File: config.mk
export PLATFORM = sky130hd
export DESIGN_NAME = exsort_top
export DESIGN_NICKNAME = d
export VERILOG_FILES = /design/src/rtl/exsort_pkg.sv /design/src/rtl/exsort_ram.sv /design/src/rtl/exsort_datapath.sv /design/src/rtl/exsort_ctrl.sv /design/src/rtl/exsort_top.sv
export SDC_FILE = /design/constraint.sdc
export NUM_CORES = 1
export LEC_CHECK = 0
export ABC_AREA = 1
export BUFFER_PORTS_ARGS = -buffer_cell sky130_fd_sc_hd__buf_4
export CAP_MARGIN = 10
export CORE_MARGIN = 2
export CORE_UTILIZATION = 40
export DETAILED_ROUTE_END_ITERATION = 16
export GPL_TIMING_DRIVEN = 0
export PLACE_DENSITY_LB_ADDON = 0.15
export SLEW_MARGIN = 10
export SYNTH_ARGS = -nofsm -noshare
export SYNTH_HDL_FRONTEND = slang
export SYNTH_SLANG_ARGS = --single-unit
File: constraint.sdc
create_clock -name clk -period 5.7 [get_ports clk]
set_input_delay 1.425 -clock clk [delete_from_list [all_inputs] [get_ports clk]]
set_output_delay 1.425 -clock clk [all_outputs]
set_load 0.01 [all_outputs]
File: src/rtl/exsort_pkg.sv
package exsort_pkg;

    typedef enum logic [3:0] {
        ST_IDLE,
        ST_RD_A,
        ST_CAP_A,
        ST_RD_B,
        ST_CAP_B,
        ST_CMP,
        ST_WR_I,
        ST_WR_J,
        ST_RELOAD,
        ST_CAP_R,
        ST_NEXT,
        ST_DONE
    } sort_state_e;

    // Control bundle from the controller to the datapath
    typedef struct packed {
        logic host_sel;  // host owns RAM address and write data
        logic ram_we;    // RAM write strobe
        logic ram_re;    // RAM read strobe
        logic sel_j;     // sort address: 1 = j, 0 = i
        logic wr_b;      // sort write data: 1 = B, 0 = A
        logic ld_a;
        logic ld_b;
        logic clr_i;
        logic inc_i;
        logic ld_j;
        logic inc_j;
    } sort_ctrl_t;

endpackage

File: src/rtl/exsort_ram.sv
module exsort_ram #(
    parameter int DATA_W = 8,
    parameter int ADDR_W = 3
) (
    input  logic              clk,
    input  logic              rst_n,
    input  logic [ADDR_W-1:0] ram_addr,
    input  logic [DATA_W-1:0] ram_wdata,
    input  logic              ram_we,
    input  logic              ram_re,
    output logic [DATA_W-1:0] ram_rdata
);
    localparam int DEPTH = 1 << ADDR_W;

    logic [DATA_W-1:0] mem [DEPTH];

    // Storage has no reset: contents survive rst_n
    always_ff @(posedge clk) begin
        if (ram_we) begin
            mem[ram_addr] <= ram_wdata;
        end
    end

    always_ff @(posedge clk or negedge rst_n) begin
        if (!rst_n) begin
            ram_rdata <= '0;
        end else if (ram_re) begin
            ram_rdata <= mem[ram_addr];
        end
    end
endmodule

File: src/rtl/exsort_datapath.sv
module exsort_datapath
    import exsort_pkg::*;
#(
    parameter int DATA_W = 8,
    parameter int ADDR_W = 3
) (
    input  logic              clk,
    input  logic              rst_n,
    input  sort_ctrl_t        ctrl,
    input  logic [DATA_W-1:0] host_wdata,
    input  logic [ADDR_W-1:0] host_addr,
    output logic [DATA_W-1:0] rdata,
    output logic              a_gt_b,
    output logic              i_last,
    output logic              j_last,
    output logic [ADDR_W-1:0] i_idx,
    output logic [ADDR_W-1:0] j_idx
);
    localparam int DEPTH = 1 << ADDR_W;
    localparam logic [ADDR_W-1:0] I_END = ADDR_W'(DEPTH - 2);
    localparam logic [ADDR_W-1:0] J_END = ADDR_W'(DEPTH - 1);

    logic [DATA_W-1:0] reg_a;
    logic [DATA_W-1:0] reg_b;
    logic [ADDR_W-1:0] mux_addr;
    logic [DATA_W-1:0] mux_wdata;

    always_comb begin
        if (ctrl.host_sel) begin
            mux_addr  = host_addr;
            mux_wdata = host_wdata;
        end else begin
            mux_addr  = ctrl.sel_j ? j_idx : i_idx;
            mux_wdata = ctrl.wr_b ? reg_b : reg_a;
        end
    end

    exsort_ram #(
        .DATA_W (DATA_W),
        .ADDR_W (ADDR_W)
    ) u_ram (
        .clk       (clk),
        .rst_n     (rst_n),
        .ram_addr  (mux_addr),
        .ram_wdata (mux_wdata),
        .ram_we    (ctrl.ram_we),
        .ram_re    (ctrl.ram_re),
        .ram_rdata (rdata)
    );

    always_ff @(posedge clk or negedge rst_n) begin
        if (!rst_n) begin
            reg_a <= '0;
            reg_b <= '0;
        end else begin
            if (ctrl.ld_a) reg_a <= rdata;
            if (ctrl.ld_b) reg_b <= rdata;
        end
    end

    always_ff @(posedge clk or negedge rst_n) begin
        if (!rst_n) begin
            i_idx <= '0;
        end else if (ctrl.clr_i) begin
            i_idx <= '0;
        end else if (ctrl.inc_i) begin
            i_idx <= i_idx + 1'b1;
        end
    end

    always_ff @(posedge clk or negedge rst_n) begin
        if (!rst_n) begin
            j_idx <= '0;
        end else if (ctrl.ld_j) begin
            j_idx <= i_idx + 1'b1;
        end else if (ctrl.inc_j) begin
            j_idx <= j_idx + 1'b1;
        end
    end

    assign a_gt_b = reg_a > reg_b;
    assign i_last = i_idx == I_END;
    assign j_last = j_idx == J_END;
endmodule

File: src/rtl/exsort_ctrl.sv
module exsort_ctrl
    import exsort_pkg::*;
(
    input  logic        clk,
    input  logic        rst_n,
    input  logic        start,
    input  logic        wr_en,
    input  logic        rd_en,
    input  logic        a_gt_b,
    input  logic        i_last,
    input  logic        j_last,
    output sort_state_e state,
    output sort_ctrl_t  ctrl,
    output logic        done
);
    sort_state_e state_nx;

    always_ff @(posedge clk or negedge rst_n) begin
        if (!rst_n) begin
            state <= ST_IDLE;
        end else begin
            state <= state_nx;
        end
    end

    always_comb begin
        state_nx = state;
        unique case (state)
            ST_IDLE:   if (start) state_nx = ST_RD_A;
            ST_RD_A:   state_nx = ST_CAP_A;
            ST_CAP_A:  state_nx = ST_RD_B;
            ST_RD_B:   state_nx = ST_CAP_B;
            ST_CAP_B:  state_nx = ST_CMP;
            ST_CMP:    state_nx = a_gt_b ? ST_WR_I : ST_NEXT;
            ST_WR_I:   state_nx = ST_WR_J;
            ST_WR_J:   state_nx = ST_RELOAD;
            ST_RELOAD: state_nx = ST_CAP_R;
            ST_CAP_R:  state_nx = ST_NEXT;
            ST_NEXT: begin
                if (!j_last)      state_nx = ST_RD_B;
                else if (!i_last) state_nx = ST_RD_A;
                else              state_nx = ST_DONE;
            end
            ST_DONE:   if (!start) state_nx = ST_IDLE;
            default:   state_nx = ST_IDLE;
        endcase
    end

    always_comb begin
        ctrl = '0;
        done = 1'b0;
        unique case (state)
            ST_IDLE: begin
                ctrl.host_sel = 1'b1;
                ctrl.ram_we   = wr_en & ~start;
                ctrl.ram_re   = rd_en & ~start;
                ctrl.clr_i    = start;
            end
            ST_RD_A: begin
                ctrl.ram_re = 1'b1;
                ctrl.ld_j   = 1'b1;
            end
            ST_CAP_A:  ctrl.ld_a = 1'b1;
            ST_RD_B: begin
                ctrl.ram_re = 1'b1;
                ctrl.sel_j  = 1'b1;
            end
            ST_CAP_B:  ctrl.ld_b = 1'b1;
            ST_CMP:    ;
            ST_WR_I: begin
                ctrl.ram_we = 1'b1;
                ctrl.wr_b   = 1'b1;
            end
            ST_WR_J: begin
                ctrl.ram_we = 1'b1;
                ctrl.sel_j  = 1'b1;
            end
            ST_RELOAD: ctrl.ram_re = 1'b1;
            ST_CAP_R:  ctrl.ld_a = 1'b1;
            ST_NEXT: begin
                ctrl.inc_j = ~j_last;
                ctrl.inc_i = j_last & ~i_last;
            end
            ST_DONE:   done = 1'b1;
            default:   ;
        endcase
    end
endmodule

File: src/rtl/exsort_top.sv
module exsort_top
    import exsort_pkg::*;
#(
    parameter int DATA_W = 8,
    parameter int ADDR_W = 3
) (
    input  logic              clk,
    input  logic              rst_n,
    input  logic [DATA_W-1:0] wr_data,
    input  logic [ADDR_W-1:0] addr,
    input  logic              wr_en,
    input  logic              start,
    input  logic              rd_en,
    output logic [DATA_W-1:0] rd_data,
    output logic              done
);
    sort_state_e       state;
    sort_ctrl_t        ctrl;
    logic              a_gt_b;
    logic              i_last;
    logic              j_last;
    logic [ADDR_W-1:0] i_idx;
    logic [ADDR_W-1:0] j_idx;

    exsort_ctrl u_ctrl (
        .clk    (clk),
        .rst_n  (rst_n),
        .start  (start),
        .wr_en  (wr_en),
        .rd_en  (rd_en),
        .a_gt_b (a_gt_b),
        .i_last (i_last),
        .j_last (j_last),
        .state  (state),
        .ctrl   (ctrl),
        .done   (done)
    );

    exsort_datapath #(
        .DATA_W (DATA_W),
        .ADDR_W (ADDR_W)
    ) u_dp (
        .clk        (clk),
        .rst_n      (rst_n),
        .ctrl       (ctrl),
        .host_wdata (wr_data),
        .host_addr  (addr),
        .rdata      (rd_data),
        .a_gt_b     (a_gt_b),
        .i_last     (i_last),
        .j_last     (j_last),
        .i_idx      (i_idx),
        .j_idx      (j_idx)
    );
endmodule

After elaboration in Yosys (flattened, before gate mapping)
Memories as Yosys holds them, arrays and structs flattened. A register that Yosys moved wholly into a read port is not among the register bits.
Index checks and enable logic that the tools add are counted.
Storage, ports and cells
  word-level logic and storage cells: 67
  memories: 1
  bits in registers: 26
  input port bits: 16
  output and inout bits: 9
  RAM bits: 64
Memory list
  u_dp.u_ram.mem: words 8, bits a word 8, read ports 1, clocked after memory_dff 1, write ports 1, RTL line exsort_ram.sv:15  | logic [DATA_W-1:0] mem [DEPTH];
Cells by class
  reduce and logical (&&, ||, !) cells: 9
  eq/ne operators: 15
  bitwise gates (word level): 6
  magnitude comparators: 1
  multiplexer cells: 28
  add/subtract/negate cells: 2
Operators with widths (count)
  case mux 4 bit (12 select lines): 1
  2-to-1 mux 4 bit: 5
  2-to-1 mux 3 bit: 6
  == test 4 x 3 -> 1 bit (second input constant): 4
  == test 4 bit (second input constant): 4
  2-to-1 mux 8 bit: 2
  2-to-1 mux 1 bit: 12
  == test 4 x 2 -> 1 bit (second input constant): 2
  > comparator 8 bit: 1
  adder 3 x 1 -> 3 bit (second input constant): 2
  == test 3 bit (second input constant): 2
  OR reduction 2 bit: 3
  == test 4 x 1 -> 1 bit (second input constant): 1
  logical NOT 4 bit: 1
  inequality test 2 bit (second input constant): 2
  case mux 1 bit (2 select lines): 2
  nonzero test 2 bit: 2
  AND 1 bit: 3
  inverter 1 bit: 3
  OR reduction 3 bit: 1
  AND reduction 2 bit: 1
  logical NOT 1 bit: 1

Longest topological paths before layout
  depth in word-level cells: 6
  mapped depth: 12
  depth with buffers taken out: 11

Modules after synthesis
A second synthesis with hierarchy kept.
Second synthesis, totals
  cell total of the unflattened synthesis: 516
  area, all modules: 4807.1 um^2
By module, submodules not included
  exsort_ram: times used 1, cells an instance 286, area an instance 3019.1 um^2, sequential area each 2122.0 um^2
  exsort_datapath: times used 1, cells an instance 166, area an instance 1407.6 um^2, sequential area each 550.5 um^2
  exsort_ctrl: times used 1, cells an instance 64, area an instance 380.4 um^2, sequential area each 100.1 um^2

Least setup slack after synthesis
OpenSTA, ideal clock, no wires.
  path type: input -> register
  start point: input addr[0]
  end point: memory u_dp.u_ram.mem[0][0] (enable)
  setup time: 0.370 ns
  data required time: 5.330 ns
  buffers on the path: 1
  arrival: 2.352 ns
  stages on the path: 5
  path slack: 2.978 ns
  cells stage by stage: or2_0 > nand2_1 > buf_4 > nand2_1 > nor2_1
On the way
  longest elaborated chain between the ends: 1
Ends and longest elaborated chain
  start, declared: RTL line exsort_top.sv:10  | input logic [ADDR_W-1:0] addr,
  2-to-1 mux 3 bit: RTL line exsort_datapath.sv:29  | if (ctrl.host_sel) begin
  end, declared: RTL line exsort_ram.sv:15
Every way passes these cells.

Worst setup path after layout
  start point: register u_ctrl.state[3]
  end point: output done
On the way
  longest elaborated chain between the ends: 2
Ends and longest elaborated chain
  start, declared: RTL line exsort_ctrl.sv:12  | output sort_state_e state,
  start signal, assigned: RTL line exsort_ctrl.sv:22  | state <= state_nx;
  == test 4 bit: RTL line exsort_ctrl.sv:52  | unique case (state)
  2-to-1 mux 1 bit: RTL line exsort_ctrl.sv:52
  end, declared: RTL line exsort_top.sv:15  | output logic done
Every way passes these cells.

==> metrics.cfg <==
[sta]
fmax_mhz = 335.5
maxSlewViolCount = 0
min_period_ns = 2.980
final-setup-viol-count = 0
post-route-period-util_pct = 52.29
final.setup.tns_ns = 0
clock_skew_ns = 0.007248
hold_viol = 0
holdWs_ns = 0.5111
worstMarginPinSlew_ns = 0.8992
worst_slack_ns = 2.720
rsz0062_at_grt = false
relSlewSlack_pct = 39.78

[place]
place_inst = 705
placement.io_buffers = 24
place.gp.congestion = 0.8509
preCtsSetupSlack_ns = 2.414
dpl.hpwl_um = 7837

[clock_tree]
hold_buffers = 0
tritoncts = yes
clock_latency_ns = 0.34
postCtsSetupRepairBufs = 0
cts.clk_slew.worst_paths_ns = 0.07
cts-resized-gates = 0
cts_inserted_buffers = 9
clk_path_buf_depth = 2
cts-root-buf = clkbuf_16
htree_levels = 3
cts_num_sinks = 98

[power_and_ir_drop]
power_mw = 3.369
leakagePower_nw = 2.508
power.density_nw_per_um2 = 606.2
ir_drop_mv = 0.2026

[worst_setup_path]
crit_start = u_ctrl.state[3]$_DFFE_PN0P_
criticalPathCategory = reg2out
cp_slowest_cell = dfrtp_1
crit_path_frequent_cell = nor2_1
start_kind = register
end_kind = primary output
max_stage_delay_ns = 0.47
path_cells = inv_2, nor2_1, inv_1, nor2_1, buf_4
reg2reg_from = u_ctrl.state[3]$_DFFE_PN0P_
worstPathRequired_ns = 4.28
cp_top_family = flip-flops
cp.arrival_ns = 1.56
worst-path-buf-inv = 3
critical_path.max_fanout = 5

[global_route]
top_usage_layer = met2
grt_pass1_wl_um = 16910
use_met1_pct = 23.26
grt_max_degree = 35
grt_pass1_vias = 3247
gr-total-overflow = 0
met2_usage_pct = 27.54
grt.total_usage_pct = 17.08
grtUsageMet3_pct = 2.806
antenna_found_initial = 0

[die]
die_h_um = 114.4
dieArea_sq_um = 13080
core_region_area_sq_um = 11960
pin_count = 25
die_w_um = 114.4
start_util_pct = 40.72
row_count = 40

[logic_synthesis]
yosys.area.top_type = edfxtp_1
ys_async_sr_fraction_pct = 34.69
syn_inst = 534
ys.flop_type = edfxtp_1
synth_area_leaders = edfxtp_1 39%, dfrtp_1 17%, nand2_1 10%
yosysWarnings = 0
postSynthAreaPerCell_sq_um = 9.122
synth_fp_nets = 562
ys_types = 33
synth_seq_area_share_pct = 56.92
ys_ff_latch = 98
synth_edf_count = 64
yosys-top-cells-count = 130 x nand2_1, 96 x inv_1, 64 x edfxtp_1
yosysMostFrequentCell = nand2_1
synth_area_sq_um = 4871
synth_top_area_share_pct = 39.46

[detailed_routing]
drt_iter0_markers = 265
num_vias = 3470
ant_nets = 0
wl_per_cell_um = 14.76
vias_per_cell = 4.813
drc = 0
drt-total-wl_um = 10640
first_pass_iters = 4

[run_status]
status = complete, no violations

[cells_and_area]
nets = 597
instances_no_fill = 721
antenna_cells = 0
layout-drive-gt1-share_pct = 14.29
syn2layout_area_growth_pct = 14.08

[hold_path]
min-delay-start = u_dp.reg_b[1]$_DFFE_PN0P_
hold_class = reg2reg

[flow_run]
maxCapViolCount = 0

-- report_power, final --
group	internal, mW	leakage (nW)	switching, mW
Combinational	0.517	1.38	1.04
Sequential	1.05	0.972	0.111
Clock	0.387	0.157	0.268
Total	1.95	2.51	1.42
-- registers in the layout (all words and copies together) (netlist names) --
name                  cells
u_dp.reg_b                8
u_dp.i_idx                3
u_ctrl.state              4
u_dp.reg_a                8
u_dp.u_ram.ram_rdata      8
u_dp.u_ram.mem           64
u_dp.j_idx                3
-- through the flow --
step | util (%) | instance area [sq um]
6_report | 46.45 | 5557
4_1_cts | 46.45 | 5557
5_1_grt | 46.45 | 5557
2_1_floorplan | - | 4871
3_5_place_dp | 43.77 | 5235
3_3_place_gp | 43.77 | 5235
-- cells by family (layout without fill, tap and decap cells) --
kind of cell               after synthesis  in the layout  share of synthesized area (%)
and+or+nand+nor                        259            259                          23.61
buffers and inverters                  115            155                          9.967
DFF                                     98             98                          56.92
AOI/OAI and AO/OA                       45             45                          5.317
adders and majority gates               12             12                          3.082
muxes                                    4              4                         0.9247
xor gates and xnor gates                 1              1                         0.1798
-- worst reg2reg max path: stages (launching register included) --
cell     delay, ns
dfrtp_1       0.46
nor2_2        0.23
nand2_4       0.12
inv_2         0.11
nand2_1       0.06
inv_1         0.11
nand2_1       0.06
o21ai_0       0.18
nand2_1       0.21
nor2_1        0.67
-- final timing paths --
check / to / cells past startpoint / slack [ns]
min in group asynchronous: u_dp.j_idx[2]$_DFFE_PN0P_ / 1 / 1.03
hold reg to reg: u_dp.reg_b[1]$_DFFE_PN0P_ / 2 / 0.51
setup reg to reg: u_dp.u_ram.mem[4][6]$_DFFE_PP_ / 9 / 3.12
hold / removal: u_dp.reg_b[1]$_DFFE_PN0P_ / 2 / 0.51
setup / recovery: done / 5 / 2.72
max in group asynchronous: u_dp.reg_b[1]$_DFFE_PN0P_ / 1 / 4.35
-- cell type report --
| cell class | instances | area (sq um) |
|---|---|---|
| fill | 1151 | 6405 |
| clock buffer | 9 | 225.2 |
| clock inverter | 7 | 96.34 |
| sequential | 98 | 2773 |
| timing repair buffer | 24 | 180.2 |
| inverter | 103 | 386.6 |
| tap | 147 | 183.9 |
| buffer | 12 | 98.84 |
| multi-input combinational | 321 | 1613 |
-- layer usage --
| layer | up-vias | wire (um) |
|---|---|---|
| met5 | - | 0 |
| met1 | 1633 | 5207 |
| met4 | 0 | 121 |
| met3 | 9 | 377 |
| met2 | 55 | 4933 |
| li1 | 1773 | - |
-- cells in the final DEF, fill, tap and decap left out, types with 2 or more instances in the layout --
cell,Yosys,routed
dfrtp_1,34,34
nand3_2,2,2
nand3_1,43,43
inv_2,7,7
mux2_2,4,4
o21ai_0,14,14
bufinv_16,0,2
nor2_1,59,59
nand2_1,130,130
clkbuf_1,2,2
buf_6,5,5
clkbuf_16,0,9
buf_4,4,28
a21oi_1,14,14
inv_1,96,96
inv_6,0,3
or2_2,2,2
nor2_2,3,3
nand4_1,5,5
o221ai_1,2,2
edfxtp_1,64,64
ha_1,12,12
nand2_4,2,2
nand2_2,5,5
nor2_4,5,5
o21ai_1,3,3
a31oi_1,8,8
Note: power is estimated with default switching activity, not from simulation.
